<file path="src/rtl/rdma_pkg.sv">
package rdma_pkg;

   localparam logic [3:0] RA_CMD    = 4'h0;
   localparam logic [3:0] RA_SA_LO  = 4'h1;
   localparam logic [3:0] RA_SA_HI  = 4'h2;
   localparam logic [3:0] RA_CNT_LO = 4'h3;
   localparam logic [3:0] RA_CNT_HI = 4'h4;
   localparam logic [3:0] RA_STAT   = 4'h5;
   localparam logic [3:0] RA_CUR_LO = 4'h6;
   localparam logic [3:0] RA_CUR_HI = 4'h7;
   localparam logic [3:0] RA_CFG    = 4'h8;

   localparam int DONE_BIT = 6;

   typedef enum logic [1:0] {
      OP_NONE  = 2'd0,
      OP_READ  = 2'd1,
      OP_WRITE = 2'd2,
      OP_ABORT = 2'd3
   } op_e;

   function automatic op_e op_decode(input logic [2:0] c);
      if (c[2])              return OP_ABORT;
      else if (c == 3'b001)  return OP_READ;
      else if (c == 3'b010)  return OP_WRITE;
      else                   return OP_NONE;
   endfunction

endpackage

</file>
<file path="src/rtl/rdma_regs.sv">
module rdma_regs
   import rdma_pkg::*;
#(
   parameter int ADDR_W = 16,
   parameter int CNT_W  = 16
) (
   input  logic              clk,
   input  logic              rst_n,
   input  logic              reg_we,
   input  logic [3:0]        reg_addr,
   input  logic [7:0]        reg_wdata,
   output logic [7:0]        reg_rdata,
   output logic              cmd_stb,
   output op_e               cmd_op,
   output logic [ADDR_W-1:0] start_addr,
   output logic [CNT_W-1:0]  xfer_cnt,
   output logic              word_mode,
   output logic              swap_en,
   input  logic [ADDR_W-1:0] cur_addr,
   input  logic              done_set,
   output logic              done
);

   logic [ADDR_W-1:0] sa_q;
   logic [CNT_W-1:0]  cnt_q;
   logic [2:0]        cmd_q;
   logic [1:0]        cfg_q;
   logic              done_q;
   logic [15:0]       sa_w, cnt_w, cur_w;
   logic              clr_req;

   assign cmd_stb    = reg_we && (reg_addr == RA_CMD);
   assign cmd_op     = op_decode(reg_wdata[2:0]);
   assign start_addr = sa_q;
   assign xfer_cnt   = cnt_q;
   assign word_mode  = cfg_q[0];
   assign swap_en    = cfg_q[1];
   assign done       = done_q;
   assign clr_req    = reg_we && (reg_addr == RA_STAT) && reg_wdata[DONE_BIT];

   assign sa_w  = 16'(sa_q);
   assign cnt_w = 16'(cnt_q);
   assign cur_w = 16'(cur_addr);

   always_ff @(posedge clk or negedge rst_n) begin
      if (!rst_n) begin
         sa_q   <= '0;
         cnt_q  <= '0;
         cmd_q  <= '0;
         cfg_q  <= '0;
         done_q <= 1'b0;
      end else begin
         if (reg_we) begin
            case (reg_addr)
               RA_CMD:    cmd_q <= reg_wdata[2:0];
               RA_SA_LO:  sa_q  <= ADDR_W'({sa_w[15:8], reg_wdata});
               RA_SA_HI:  sa_q  <= ADDR_W'({reg_wdata, sa_w[7:0]});
               RA_CNT_LO: cnt_q <= CNT_W'({cnt_w[15:8], reg_wdata});
               RA_CNT_HI: cnt_q <= CNT_W'({reg_wdata, cnt_w[7:0]});
               RA_CFG:    cfg_q <= reg_wdata[1:0];
               default: ;
            endcase
         end
         if (done_set)     done_q <= 1'b1;
         else if (clr_req) done_q <= 1'b0;
      end
   end

   always_comb begin
      case (reg_addr)
         RA_CMD:    reg_rdata = {5'b0, cmd_q};
         RA_SA_LO:  reg_rdata = sa_w[7:0];
         RA_SA_HI:  reg_rdata = sa_w[15:8];
         RA_CNT_LO: reg_rdata = cnt_w[7:0];
         RA_CNT_HI: reg_rdata = cnt_w[15:8];
         RA_STAT:   reg_rdata = {1'b0, done_q, 6'b0};
         RA_CUR_LO: reg_rdata = cur_w[7:0];
         RA_CUR_HI: reg_rdata = cur_w[15:8];
         RA_CFG:    reg_rdata = {6'b0, cfg_q};
         default:   reg_rdata = 8'h00;
      endcase
   end

   AST_DONE_STICKY_SET: assert property (@(posedge clk) disable iff (!rst_n)
      done_set |=> done_q);
   AST_DONE_W1C: assert property (@(posedge clk) disable iff (!rst_n)
      (clr_req && !done_set) |=> !done_q);

endmodule

</file>
<file path="src/rtl/rdma_seq.sv">
module rdma_seq
   import rdma_pkg::*;
#(
   parameter int ADDR_W = 16,
   parameter int CNT_W  = 16
) (
   input  logic              clk,
   input  logic              rst_n,
   input  logic              cmd_stb,
   input  op_e               cmd_op,
   input  logic [ADDR_W-1:0] start_addr,
   input  logic [CNT_W-1:0]  xfer_cnt,
   input  logic              word_mode,
   input  logic              dp_rd,
   input  logic              dp_wr,
   output logic [ADDR_W-1:0] cur_addr,
   output logic              ram_en,
   output logic              ram_we,
   output logic [ADDR_W-1:0] ram_addr,
   output logic              load_pend,
   output logic              done_set
);

   localparam int RW = CNT_W + 1;

   logic              active_q, rd_q, pf_q, lp_q;
   logic [ADDR_W-1:0] cur_q, astep;
   logic [RW-1:0]     rem_q, step_c, rounded_c, rem_next;
   logic              is_go, acc, last;

   assign step_c    = word_mode ? RW'(2) : RW'(1);
   assign astep     = word_mode ? ADDR_W'(2) : ADDR_W'(1);
   assign rounded_c = RW'(xfer_cnt) + (word_mode ? RW'(xfer_cnt[0]) : RW'(0));
   assign is_go     = cmd_stb && (cmd_op == OP_READ || cmd_op == OP_WRITE);
   assign acc       = active_q && !cmd_stb && (rd_q ? (dp_rd && !pf_q) : dp_wr);
   assign rem_next  = rem_q - step_c;
   assign last      = (rem_next == '0);

   assign done_set  = (is_go && rounded_c == '0) || (acc && last);
   assign ram_en    = active_q && !cmd_stb && (pf_q || (acc && (!rd_q || !last)));
   assign ram_we    = acc && !rd_q;
   assign ram_addr  = (pf_q || !rd_q) ? cur_q : cur_q + astep;
   assign cur_addr  = cur_q;
   assign load_pend = lp_q;

   always_ff @(posedge clk or negedge rst_n) begin
      if (!rst_n) begin
         active_q <= 1'b0;
         rd_q     <= 1'b0;
         pf_q     <= 1'b0;
         lp_q     <= 1'b0;
         cur_q    <= '0;
         rem_q    <= '0;
      end else begin
         lp_q <= ram_en && !ram_we;
         if (cmd_stb) begin
            case (cmd_op)
               OP_READ, OP_WRITE: begin
                  cur_q    <= start_addr;
                  rem_q    <= rounded_c;
                  active_q <= (rounded_c != '0);
                  rd_q     <= (cmd_op == OP_READ);
                  pf_q     <= (cmd_op == OP_READ) && (rounded_c != '0);
               end
               OP_ABORT: begin
                  active_q <= 1'b0;
                  pf_q     <= 1'b0;
               end
               default: ;
            endcase
         end else begin
            pf_q <= 1'b0;
            if (acc) begin
               cur_q <= cur_q + astep;
               rem_q <= rem_next;
               if (last) active_q <= 1'b0;
            end
         end
      end
   end

   AST_RAM_ONLY_ACTIVE: assert property (@(posedge clk) disable iff (!rst_n)
      ram_en |-> active_q);
   AST_ADDR_ADVANCE: assert property (@(posedge clk) disable iff (!rst_n)
      acc |=> (cur_q == $past(cur_q) + $past(astep)));
   AST_IDLE_ADDR_HOLD: assert property (@(posedge clk) disable iff (!rst_n)
      (!active_q && !cmd_stb) |=> $stable(cur_q));
   AST_ABORT_QUIET: assert property (@(posedge clk) disable iff (!rst_n)
      (cmd_stb && cmd_op == OP_ABORT) |=> !ram_en);
   AST_NO_ZERO_ACTIVE: assert property (@(posedge clk) disable iff (!rst_n)
      active_q |-> (rem_q != '0));

endmodule

</file>
<file path="src/rtl/rdma_lane.sv">
module rdma_lane #(
   parameter bit HAS_SWAP = 1'b1
) (
   input  logic        clk,
   input  logic        rst_n,
   input  logic        load_pend,
   input  logic [15:0] ram_rdata,
   input  logic        word_mode,
   input  logic        swap_en,
   input  logic [15:0] dp_wdata,
   output logic [15:0] dp_rdata,
   output logic [15:0] ram_wdata,
   output logic [1:0]  ram_be
);

   logic [15:0] pref_q, raw;
   logic        do_swap;

   generate
      if (HAS_SWAP) begin : g_swap
         assign do_swap = word_mode && swap_en;
      end else begin : g_noswap
         assign do_swap = 1'b0;
      end
   endgenerate

   always_ff @(posedge clk or negedge rst_n) begin
      if (!rst_n)         pref_q <= '0;
      else if (load_pend) pref_q <= ram_rdata;
   end

   assign raw = load_pend ? ram_rdata : pref_q;

   always_comb begin
      if (!word_mode)   dp_rdata = {8'h00, raw[7:0]};
      else if (do_swap) dp_rdata = {raw[7:0], raw[15:8]};
      else              dp_rdata = raw;
      if (!word_mode)   ram_wdata = {8'h00, dp_wdata[7:0]};
      else if (do_swap) ram_wdata = {dp_wdata[7:0], dp_wdata[15:8]};
      else              ram_wdata = dp_wdata;
   end

   assign ram_be = word_mode ? 2'b11 : 2'b01;

   AST_PREF_HOLD: assert property (@(posedge clk) disable iff (!rst_n)
      !load_pend |=> $stable(pref_q));

endmodule

</file>
<file path="src/rtl/rdma_port_engine.sv">
module rdma_port_engine
   import rdma_pkg::*;
#(
   parameter int ADDR_W   = 16,
   parameter int CNT_W    = 16,
   parameter bit HAS_SWAP = 1'b1
) (
   input  logic              clk,
   input  logic              rst_n,
   input  logic              reg_we,
   input  logic [3:0]        reg_addr,
   input  logic [7:0]        reg_wdata,
   output logic [7:0]        reg_rdata,
   input  logic              dp_rd,
   input  logic              dp_wr,
   input  logic [15:0]       dp_wdata,
   output logic [15:0]       dp_rdata,
   output logic              ram_en,
   output logic              ram_we,
   output logic [1:0]        ram_be,
   output logic [ADDR_W-1:0] ram_addr,
   output logic [15:0]       ram_wdata,
   input  logic [15:0]       ram_rdata,
   output logic              rdma_done
);

   generate
      if (ADDR_W < 9 || ADDR_W > 16) begin : g_bad_addr_w
         $error("rdma_port_engine: ADDR_W must lie in 9..16");
      end
      if (CNT_W < 9 || CNT_W > 16) begin : g_bad_cnt_w
         $error("rdma_port_engine: CNT_W must lie in 9..16");
      end
   endgenerate

   logic              cmd_stb, word_mode, swap_en, load_pend, done_set;
   op_e               cmd_op;
   logic [ADDR_W-1:0] start_addr, cur_addr;
   logic [CNT_W-1:0]  xfer_cnt;

   rdma_regs #(.ADDR_W(ADDR_W), .CNT_W(CNT_W)) u_regs (
      .clk(clk), .rst_n(rst_n), .reg_we(reg_we), .reg_addr(reg_addr),
      .reg_wdata(reg_wdata), .reg_rdata(reg_rdata), .cmd_stb(cmd_stb),
      .cmd_op(cmd_op), .start_addr(start_addr), .xfer_cnt(xfer_cnt),
      .word_mode(word_mode), .swap_en(swap_en), .cur_addr(cur_addr),
      .done_set(done_set), .done(rdma_done)
   );

   rdma_seq #(.ADDR_W(ADDR_W), .CNT_W(CNT_W)) u_seq (
      .clk(clk), .rst_n(rst_n), .cmd_stb(cmd_stb), .cmd_op(cmd_op),
      .start_addr(start_addr), .xfer_cnt(xfer_cnt), .word_mode(word_mode),
      .dp_rd(dp_rd), .dp_wr(dp_wr), .cur_addr(cur_addr), .ram_en(ram_en),
      .ram_we(ram_we), .ram_addr(ram_addr), .load_pend(load_pend),
      .done_set(done_set)
   );

   rdma_lane #(.HAS_SWAP(HAS_SWAP)) u_lane (
      .clk(clk), .rst_n(rst_n), .load_pend(load_pend), .ram_rdata(ram_rdata),
      .word_mode(word_mode), .swap_en(swap_en), .dp_wdata(dp_wdata),
      .dp_rdata(dp_rdata), .ram_wdata(ram_wdata), .ram_be(ram_be)
   );

endmodule

</file>
<file path="config.mk">
export PLATFORM = sky130hd
export DESIGN_NAME = rdma_port_engine
export DESIGN_NICKNAME = d
export VERILOG_FILES = /design/src/rtl/rdma_pkg.sv /design/src/rtl/rdma_regs.sv /design/src/rtl/rdma_seq.sv /design/src/rtl/rdma_lane.sv /design/src/rtl/rdma_port_engine.sv
export SDC_FILE = /design/constraint.sdc
export NUM_CORES = 1
export LEC_CHECK = 0
export ABC_CLOCK_PERIOD_IN_PS = 4900
export BUFFER_PORTS_ARGS = -buffer_cell sky130_fd_sc_hd__buf_2
export CAP_MARGIN = 25
export CORE_MARGIN = 3
export CORE_UTILIZATION = 42
export CTS_CLUSTER_DIAMETER = 40
export DETAILED_ROUTE_END_ITERATION = 8
export GPL_TIMING_DRIVEN = 0
export PLACE_DENSITY = 0.74
export REMOVE_ABC_BUFFERS = 1
export SLEW_MARGIN = 0
export SYNTH_ARGS = -nofsm -noshare
export SYNTH_HDL_FRONTEND = slang
export SYNTH_SLANG_ARGS = --single-unit
</file>
<file path="constraint.sdc">
create_clock -name clk -period 4.9 [get_ports clk]
set_input_delay 0.49 -clock clk [delete_from_list [all_inputs] [get_ports clk]]
set_output_delay 0.49 -clock clk [all_outputs]
set_load 0.03 [all_outputs]
</file>
==> reports/qor.yml, run 1 <==
synth:
  synth-seq-cells: 91
  synth_area_leaders: "dfrtp_1, mux2_2, nand2_1"
  synth_common_cells: "dfrtp_1, nand2_1, nor2_1, a21oi_1, o21ai_0"
  postSynthAreaPerCell_um2: 8.58
  netlist-cell-type-count: 77
  ys.flop_type: "dfrtp_1"
  yosysSeqAreaShare_pct: 36.6
  syn_inst: 724
  syn_area_mm2: 0.00621
  ys.warnings.count: 0
  synthDominantCellAreaShare_pct: 36.6
  synth_edf_count: 0
  synth_most_common_cell: "dfrtp_1"
  async_flop_share_pct: 100
  yosysTopAreaCell: "dfrtp_1"
pwr:
  leakagePower_uw: 0.00317
  ir_drop_mv: 0.297
  finalPower_uw: 3510
  power_density_mw_per_mm2: 492
sta:
  rsz0062_at_grt: "false"
  setup_viol: 0
  clock_skew_ns: 0.00595
  tns_ns: 0
  fin_crit_ns: 4.46
  drv_slew: 0
  relSlewSlack_pct: 30.9
  fmax_mhz: 224
  hold_violations: 0
  min_period_over_period_pct: 91.1
  max_slew.worst_pin.slew_ns: 1.03
  setup_slack_ns: 0.436
place:
  post-dp-hpwl_um: 12600
  placed_area_mm2: 0.00677
  post-place-ws_ns: 0.596
  gp_congestion: 0.918
  port_buffers: 108
cells_and_area:
  area_delta_synth_final_pct: 14.6
  drive_above_1_share_pct: 23.9
  final_util_pct: 50.3
  seqCellArea_mm2: 0.00228
  fin_area_mm2: 0.00712
  n_fill_cell: 1329
  finish.net_count: 852
  multi_input_area_mm2: 0.00359
  diodes: 0
setup_path:
  crit_fanout: 21
  cp_cell_sequence: "clkinvlp_4, ha_1, inv_1, fa_1, nor4_4, nand4_1, nor4b_1, a311o_1, nand3_1, o21ai_0, nand2_1, buf_2"
  r2r_slack_ns: 1.28
  critical_path.max_stage_delay_ns: 0.52
  critPathCaptureType: "output pin"
  path_class: "register to output pin"
  crit_slowest_cell: "nor4_4"
  crit_buf_inv: 3
  cp-start-kind: "register"
  critPathArrivalTime_ns: 3.97
  critical_path.top_delay_family: "simple AND/OR/NAND/NOR gates"
  required_ns: 4.41
flow_run:
  maxCapViolCount: 0
global_route:
  overflow: 0
  track_usage_pct: 21.5
  grt_max_degree: 69
  grt_pass1_wl_um: 28400
  grt_pass1_vias: 5526
  antenna_found_initial: 0
clocking:
  root_buffer: "clkbuf_16"
  cts_tree: "built"
  clkTransAtPathRegs_ns: 0.07
  htreeDepth: 3
  cts_hold_buffers: 0
  cts_buffers: 9
  cts.sinks: 91
  clk_latency_ns: 0.36
  cts_setup_buffers: 0
  cts.path.max_buffers: 2
  postCtsResizedCells: 0
floorplanning:
  core-area_mm2: 0.0141
  initial_utilization_pct: 43.9
  dieHeight_um: 128
  die_w_um: 128
  ioPinCount: 110
  rows: 43
  dieArea_mm2: 0.0163
drt:
  drt_first_pass_iters: 6
  ant_nets: 0
  first_iter_violations: 444
  routed_wl_um: 17600
  wl_per_cell_um: 18.0
  highest_layer: "met4"
  via_per_inst: 5.89
  met1Wirelength_um: 7640
  wl_met2_um: 8320
  wl_met3_um: 1280
  drcViolationCount: 0
  vias: 5768
hold_path:
  hold_path.class: "primary input to asynchronous set/reset pin"
status:
  status: "complete, no violations"
[through the flow]
stage,cells,hold slack [ns]
finish,979,0.0318
detailed placement,963,0.423
global route,979,0.0530
global placement,961,0.464
floorplan,673,0.194
CTS,978,0.0410
[final cells by class]
| type | instances | area share, % |
|---|---|---|
| Clock buffer | 9 | 3.16 |
| Sequential cell | 91 | 32.0 |
| Multi-Input combinational cell | 557 | 50.4 |
| Clock inverter | 6 | 1.27 |
| Timing Repair Buffer | 111 | 8.68 |
| Inverter | 25 | 1.37 |
| Tap cell | 180 | 3.16 |
[worst register-to-register path, delay by kind of cell (launching register included)]
family / cells / cell delay [ns]
AND/OR/NAND/NOR: 4 / 1.00
adder cells (fa/ha/maj): 2 / 0.81
AO/OA/AOI/OAI: 3 / 0.75
flip-flops: 1 / 0.49
buffers and inverters: 2 / 0.44
[cell families (layout without fill, tap and decap cells)]
| kind of cell | after synthesis | in the layout | synth area share, % |
|---|---|---|---|
| simple gates | 279 | 279 | 21.8 |
| buf+inv | 76 | 151 | 5.72 |
| mux | 67 | 67 | 11.9 |
| flops | 91 | 91 | 36.6 |
| other cells | 1 | 1 | 0.0604 |
| xor+xnor | 33 | 33 | 4.65 |
| fa+ha+maj | 8 | 8 | 1.85 |
| compound gates | 169 | 169 | 17.4 |
[per-layer routing]
metal,GRT usage (%),vias to the layer above
li1,-,2725
met1,29.3,2751
met2,35.3,257
met3,3.68,35
met4,6.68,0
met5,0,-
[registers in the layout (all words and copies together), names as in the netlist]
signal / flops
u_seq.cur_addr: 16
u_lane.pref_q: 16
u_seq.pf_q: 1
u_seq.active_q: 1
u_regs.xfer_cnt: 16
u_seq.load_pend: 1
u_regs.start_addr: 16
u_regs.cfg_q: 2
u_regs.cmd_q: 3
u_seq.rem_q: 17
u_seq.rd_q: 1
u_regs.done: 1
[report_power, final]
| group | total, uW | switching [uW] | internal (uW) |
|---|---|---|---|
| Clock | 755 | 309 | 446 |
| Sequential | 1320 | 320 | 995 |
| Combinational | 1440 | 889 | 548 |
[layout by cell type (no fill, tap or decap), types with 3 or more instances in the layout]
master and n:
o31ai_1 3, or3_1 3, buf_2 107, nand3_1 27, o21ai_0 46, a22oi_1 6
nand2b_1 6, o22ai_1 14, nand4_1 11, dfrtp_1 91, a22o_1 5, clkbuf_16 9
o22a_1 4, xor2_1 16, xnor2_1 17, a31oi_1 9, a21oi_1 49, nand2_1 85
nor4_1 7, and3_1 6, inv_1 24, nor2b_1 5, ha_1 6, mux2i_1 25
nor2_1 78, a211oi_1 9, o2bb2ai_1 3, mux2_2 41, nor3_1 21
[final timing paths]
kind | depth (start not counted) | endpoint | startpoint
setup / recovery | 12 | ram_en | u_regs.cfg_q[0]$_DFFE_PN0P_
hold / removal | 1 | u_seq.cur_addr[3]$_DFFE_PN0P_ | rst_n
setup reg to reg | 11 | u_regs.done$_DFFE_PN0P_ | u_regs.cfg_q[0]$_DFFE_PN0P_
hold reg to reg | 2 | u_regs.cmd_q[2]$_DFFE_PN0P_ | u_regs.cmd_q[2]$_DFFE_PN0P_
max in group asynchronous | 2 | u_seq.rem_q[15]$_DFFE_PN0P_ | rst_n
min in group clk | 2 | u_lane.pref_q[11]$_DFF_PN0_ | ram_rdata[11]
Power figures use the tool's default switching activity.
==> run 2, diff against run 1 <==
Settings changed: CORE_ASPECT_RATIO set to 1.75.
==> reports/qor.yml, run 2 (synthesis gave the netlist of run 1 again) <==
pwr:
  p_sw_uw: 1560
  internal_power_uw: 1890
  power_density_mw_per_mm2: 486
  p_clk_share_pct: 19.7
  ir_drop_mv: 0.223
  switching_share_pct: 45.2
  pwr-share-seq_pct: 38.8
  combPwrFrac_pct: 41.4
  leakagePower_uw: 0.00315
global_route:
  track_usage_pct: 22.7
  grtUsageMet2_pct: 41.3
  busiest_layer: "met2"
  grt_pass1_wl_um: 29600
  use_met1_pct: 23.9
  grt.met3_usage_pct: 3.31
  grt_pass1_vias: 5667
  overflow: 0
  grt_max_degree: 60
  antenna_found_initial: 0
sta:
  fmax_mhz: 227
  setup_slack_ns: 0.497
  tns_ns: 0
  max_slew.worst_pin.slew_ns: 1.06
  hold_violations: 0
  clock_skew_ns: 0.00774
  rsz0062_at_grt: "false"
  min_period_over_period_pct: 89.9
  drv_slew: 0
  setup_viol: 0
  relSlewSlack_pct: 29.4
  fin_crit_ns: 4.40
floorplanning:
  rows: 58
  dieHeight_um: 167
  initial_utilization_pct: 43.0
  ioPinCount: 110
  die_w_um: 97.9
  dieArea_mm2: 0.0163
  core-area_mm2: 0.0144
cells_and_area:
  drive_above_1_share_pct: 23.9
  largest_reg_flops: 17
  largest_register: "u_seq.rem_q"
  fin_area_mm2: 0.00709
  multi_input_area_mm2: 0.00359
  area_delta_synth_final_pct: 14.1
  diodes: 0
  most-common-layout-cells: "buf_2, dfrtp_1, nand2_1, nor2_1, a21oi_1"
  finish.net_count: 852
  n_fill_cell: 1372
  seqCellArea_mm2: 0.00228
  final_common_cell: "buf_2"
drt:
  routed_wl_um: 18600
  drcViolationCount: 0
  wl_per_cell_um: 18.9
  first_iter_violations: 371
  via_per_inst: 5.89
  vias: 5777
  drt_first_pass_iters: 5
  ant_nets: 0
setup_path:
  critPathArrivalTime_ns: 3.91
  critical_path.max_stage_delay_ns: 0.60
  crit_fanout: 21
  cp_cell_sequence: "clkinvlp_4, fa_1, and3b_1, nand3_1, nor2_1, nand3_1, or2_1, nor2_1, xor2_1, buf_2"
  path_class: "register to output pin"
  timing.rr.start: "u_regs.cfg_q[0]$_DFFE_PN0P_"
  reg2reg_to: "u_seq.load_pend$_DFF_PN0_"
  r2r_slack_ns: 1.13
  required_ns: 4.41
  crit_slowest_cell: "fa_1"
  cp-start-kind: "register"
  rr_worst_depth: 11
  critPathCaptureType: "output pin"
place:
  post-place-ws_ns: 0.603
  placed_area_mm2: 0.00681
  port_buffers: 108
  post-dp-hpwl_um: 13800
  gp_congestion: 0.936
hold_path:
  hold_path.class: "primary input to asynchronous set/reset pin"
clocking:
  cts_buffers: 9
  htreeDepth: 3
  clkTransAtPathRegs_ns: 0.07
  cts.sinks: 91
  root_buffer: "clkbuf_16"
  cts_tree: "built"
  cts.path.max_buffers: 2
  clk_latency_ns: 0.36
flow_run:
  maxCapViolCount: 0
status:
  status: "complete, no violations"
run 2: worst max-delay path by stage:
| stage | end | startpoint | slack [ns] |
|---|---|---|---|
| 2_1_floorplan | ram_addr[14] | u_regs.cfg_q[0]$_DFFE_PN0P_ | 1.04 |
| 3_3_place_gp | u_seq.cur_addr[5]$_DFFE_PN0P_ | reg_addr[0] | 0.10 |
| 3_5_place_dp | ram_addr[14] | u_regs.cfg_q[0]$_DFFE_PN0P_ | 0.60 |
| 4_1_cts | ram_addr[14] | u_regs.cfg_q[0]$_DFFE_PN0P_ | 0.22 |
| 5_1_grt | ram_en | u_regs.cfg_q[0]$_DFFE_PN0P_ | 0.04 |
| 6_report | ram_addr[14] | u_regs.cfg_q[0]$_DFFE_PN0P_ | 0.50 |
run 2: repair_timing:
item / CTS / global route
hold buffers: 0 / 0
endpoints found under the hold margin: 0 / 0
setup buffers: 0 / 0
resized for setup: 0 / 1
setup endpoints to repair: 0 / 2
run 2: cell type report:
| class | instances | area share (%) |
|---|---|---|
| Clock inverter | 6 | 0.671 |
| Tap cell | 180 | 3.18 |
| Clock buffer | 10 | 3.23 |
| Sequential cell | 91 | 32.1 |
| Timing Repair Buffer | 111 | 8.82 |
| Multi-Input combinational cell | 557 | 50.6 |
| Inverter | 25 | 1.38 |
run 2: critical path: cells and delay by family (launching register included):
| family | cells | cell delay [ns] |
|---|---|---|
| and+or+nand+nor | 6 | 1.62 |
| buffers and inverters | 2 | 0.66 |
| adders and majority gates | 1 | 0.60 |
| xor gates and xnor gates | 1 | 0.15 |
| DFF | 1 | 0.53 |
run 2: metal layers:
| layer | vias up | part of all wire, % | wire [um] |
|---|---|---|---|
| li1 | 2731 | - | - |
| met2 | 203 | 53 | 9920 |
| met4 | 0 | 6.9 | 1270 |
| met3 | 78 | 4.5 | 826 |
| met1 | 2765 | 35 | 6530 |
| met5 | - | 0 | 0 |
run 2: stage by stage:
stage	hold slack, ns	instances	utilization, %	total power [uW]
final	0.0800	980	49.1	3450
after global routing	0.123	980	49.1	3670
after CTS	0.111	980	49.1	3450
after detailed placement	0.461	964	47.1	2770
after global placement	0.452	961	46.5	2730
after floorplan	0.194	673	-	2290
run 2: power groups by stage:
stage                     logic (uW)  clock network [uW]  registers, uW
after floorplan                 1060                   0           1230
after global placement          1390                   0           1330
after detailed placement        1430                   0           1340
after CTS                       1440                 682           1330
after global routing            1580                 716           1370
final                           1430                 679           1340
==> run 3, diff against run 2 <==
Settings changed: ABC_AREA set to 1, ABC_CLOCK_PERIOD_IN_PS 4900 to unset, TNS_END_PERCENT set to 5.
==> reports/qor.yml, run 3 <==
status:
  status: "complete, no violations"
clocking:
  cts_setup_buffers: 0
  cts_buffers: 9
  htreeDepth: 3
  root_buffer: "clkbuf_16"
  cts_tree: "built"
  cts.path.max_buffers: 2
  postCtsResizedCells: 0
  clk_latency_ns: 0.35
  cts_hold_buffers: 0
  clkTransAtPathRegs_ns: 0.07
  cts.sinks: 91
synth:
  synthDominantCellAreaShare_pct: 36.5
  synth_common_cells: "nand2_1, inv_1, dfrtp_1, o21ai_0, nor2_1"
  syn_inst: 898
  yosysSeqAreaShare_pct: 36.5
  ys.flop_type: "dfrtp_1"
  yosysTopAreaCell: "dfrtp_1"
  netlist-cell-type-count: 47
  ys.warnings.count: 0
  syn_area_mm2: 0.00624
  synth_most_common_cell: "nand2_1"
  synth_area_leaders: "dfrtp_1, nand2_1, o21ai_0"
  postSynthAreaPerCell_um2: 6.95
  async_flop_share_pct: 100
  synth-seq-cells: 91
  synth_edf_count: 0
cells_and_area:
  most-common-layout-cells: "nand2_1, inv_1, buf_2, o21ai_0, dfrtp_1"
  finish.net_count: 1050
  largest_register: "u_seq.rem_q"
  drive_above_1_share_pct: 18.4
  largest_reg_flops: 17
  diodes: 0
  final_common_cell: "nand2_1"
  area_delta_synth_final_pct: 15.6
  instances_no_fill: 1177
global_route:
  grt_max_degree: 55
  grt_pass1_vias: 6267
  grt_pass1_wl_um: 30000
  track_usage_pct: 22.5
  antenna_found_initial: 0
  overflow: 0
setup_path:
  crit_buf_inv: 4
  cp_cell_sequence: "inv_1, ha_1, inv_1, fa_1, inv_1, nand3_1, nor3_2, nand3_1, nor3_2, nand2_1, xor2_1, nand2_1, o21ai_0, buf_2"
  critical_path.top_delay_family: "simple AND/OR/NAND/NOR gates"
  critPathArrivalTime_ns: 3.52
  critPathCaptureType: "output pin"
  critical_path.max_stage_delay_ns: 0.49
  path_class: "register to output pin"
  crit_fanout: 8
  crit_slowest_cell: "dfrtp_1"
  critPathMostFrequentCell: "inv_1"
  cp-start-kind: "register"
  required_ns: 4.41
floorplanning:
  core-area_mm2: 0.0144
  die_w_um: 98.2
  ioPinCount: 110
  rows: 58
  initial_utilization_pct: 43.2
  dieHeight_um: 167
  dieArea_mm2: 0.0164
sta:
  clock_skew_ns: 0.00808
  rsz0062_at_grt: "false"
  tns_ns: 0
  fin_crit_ns: 4.01
  hold_violations: 0
  fmax_mhz: 249
  drv_slew: 0
  setup_viol: 0
  relSlewSlack_pct: 37.9
  max_slew.worst_pin.slew_ns: 0.929
  min_period_over_period_pct: 81.9
  setup_slack_ns: 0.887
  fin_hold_ws_ns: 0.130
pwr:
  p_clk_share_pct: 21.6
  leakagePower_uw: 0.00375
  power_density_mw_per_mm2: 463
  pwr-share-seq_pct: 34.5
  switching_share_pct: 46.0
  ir_drop_mv: 0.329
  p_sw_uw: 1540
  combPwrFrac_pct: 43.9
  internal_power_uw: 1800
drt:
  first_iter_violations: 337
  wl_per_cell_um: 15.9
  drcViolationCount: 0
  via_per_inst: 5.34
  vias: 6284
  routed_wl_um: 18700
  drt_first_pass_iters: 5
  ant_nets: 0
place:
  post-dp-hpwl_um: 14400
  post-place-ws_ns: 1.29
  port_buffers: 108
  gp_congestion: 0.990
  dp_cells: 1162
flow_run:
  maxCapViolCount: 0
hold_path:
  hold_path.class: "primary input to asynchronous set/reset pin"
[run 3: final timing paths]
kind / startpoint / to / slack (ns) / cells past startpoint
worst max-delay path: u_regs.cfg_q[0]$_DFFE_PN0P_ / ram_addr[12] / 0.89 / 14
worst min-delay path: rst_n / u_seq.cur_addr[1]$_DFFE_PN0P_ / 0.13 / 1
worst max register to register: u_regs.cfg_q[0]$_DFFE_PN0P_ / u_seq.cur_addr[14]$_DFFE_PN0P_ / 1.79 / 14
worst min register to register: u_lane.pref_q[12]$_DFF_PN0_ / u_lane.pref_q[12]$_DFF_PN0_ / 0.47 / 2
max in group asynchronous: rst_n / u_seq.rem_q[13]$_DFFE_PN0P_ / 4.10 / 2
min in group clk: ram_rdata[8] / u_lane.pref_q[8]$_DFF_PN0_ / 0.36 / 3
[run 3: power by group through the flow]
stage               Combinational [uW]  Clock [uW]  Sequential, uW
global placement                  1430           0            1160
CTS                               1470         727            1150
finish                            1470         723            1150
global route                      1640         750            1180
floorplan                         1080           0            1100
detailed placement                1460           0            1160
[run 3: area by class of cell]
type / instances / area, um2
fill: 1428 / 7220
clock buffer: 10 / 239
sequential: 91 / 2280
clock inverter: 5 / 62.6
inverter: 120 / 453
multi-input combinational: 660 / 3360
tap: 180 / 225
timing repair buffer: 111 / 598
[run 3: kinds of logic after synthesis]
kind of cell / count (synthesis) / share of synthesized area [%]
AND/OR/NAND/NOR: 449 / 30.9
AO/OA/AOI/OAI: 185 / 18.6
buffers and inverters: 147 / 9.64
flip-flops: 91 / 36.5
XOR/XNOR: 17 / 2.51
adder cells (fa/ha/maj): 8 / 1.84
other: 1 / 0.0601
[run 3: metrics by stage]
step	utilization (%)	power (uW)	area (um2)
4_1_cts	50.0	3350	7220
5_1_grt	50.0	3560	7220
3_3_place_gp	47.5	2590	6860
2_1_floorplan	-	2180	6090
6_report	50.0	3350	7220
3_5_place_dp	47.9	2620	6920
[run 3: metal layers]
layer | up-vias | GRT usage [%] | wire (um)
li1 | 3101 | - | -
met1 | 2900 | 22.8 | 6680
met2 | 195 | 42.0 | 9980
met3 | 88 | 2.08 | 601
met4 | 0 | 16.2 | 1420
met5 | - | 0 | 0
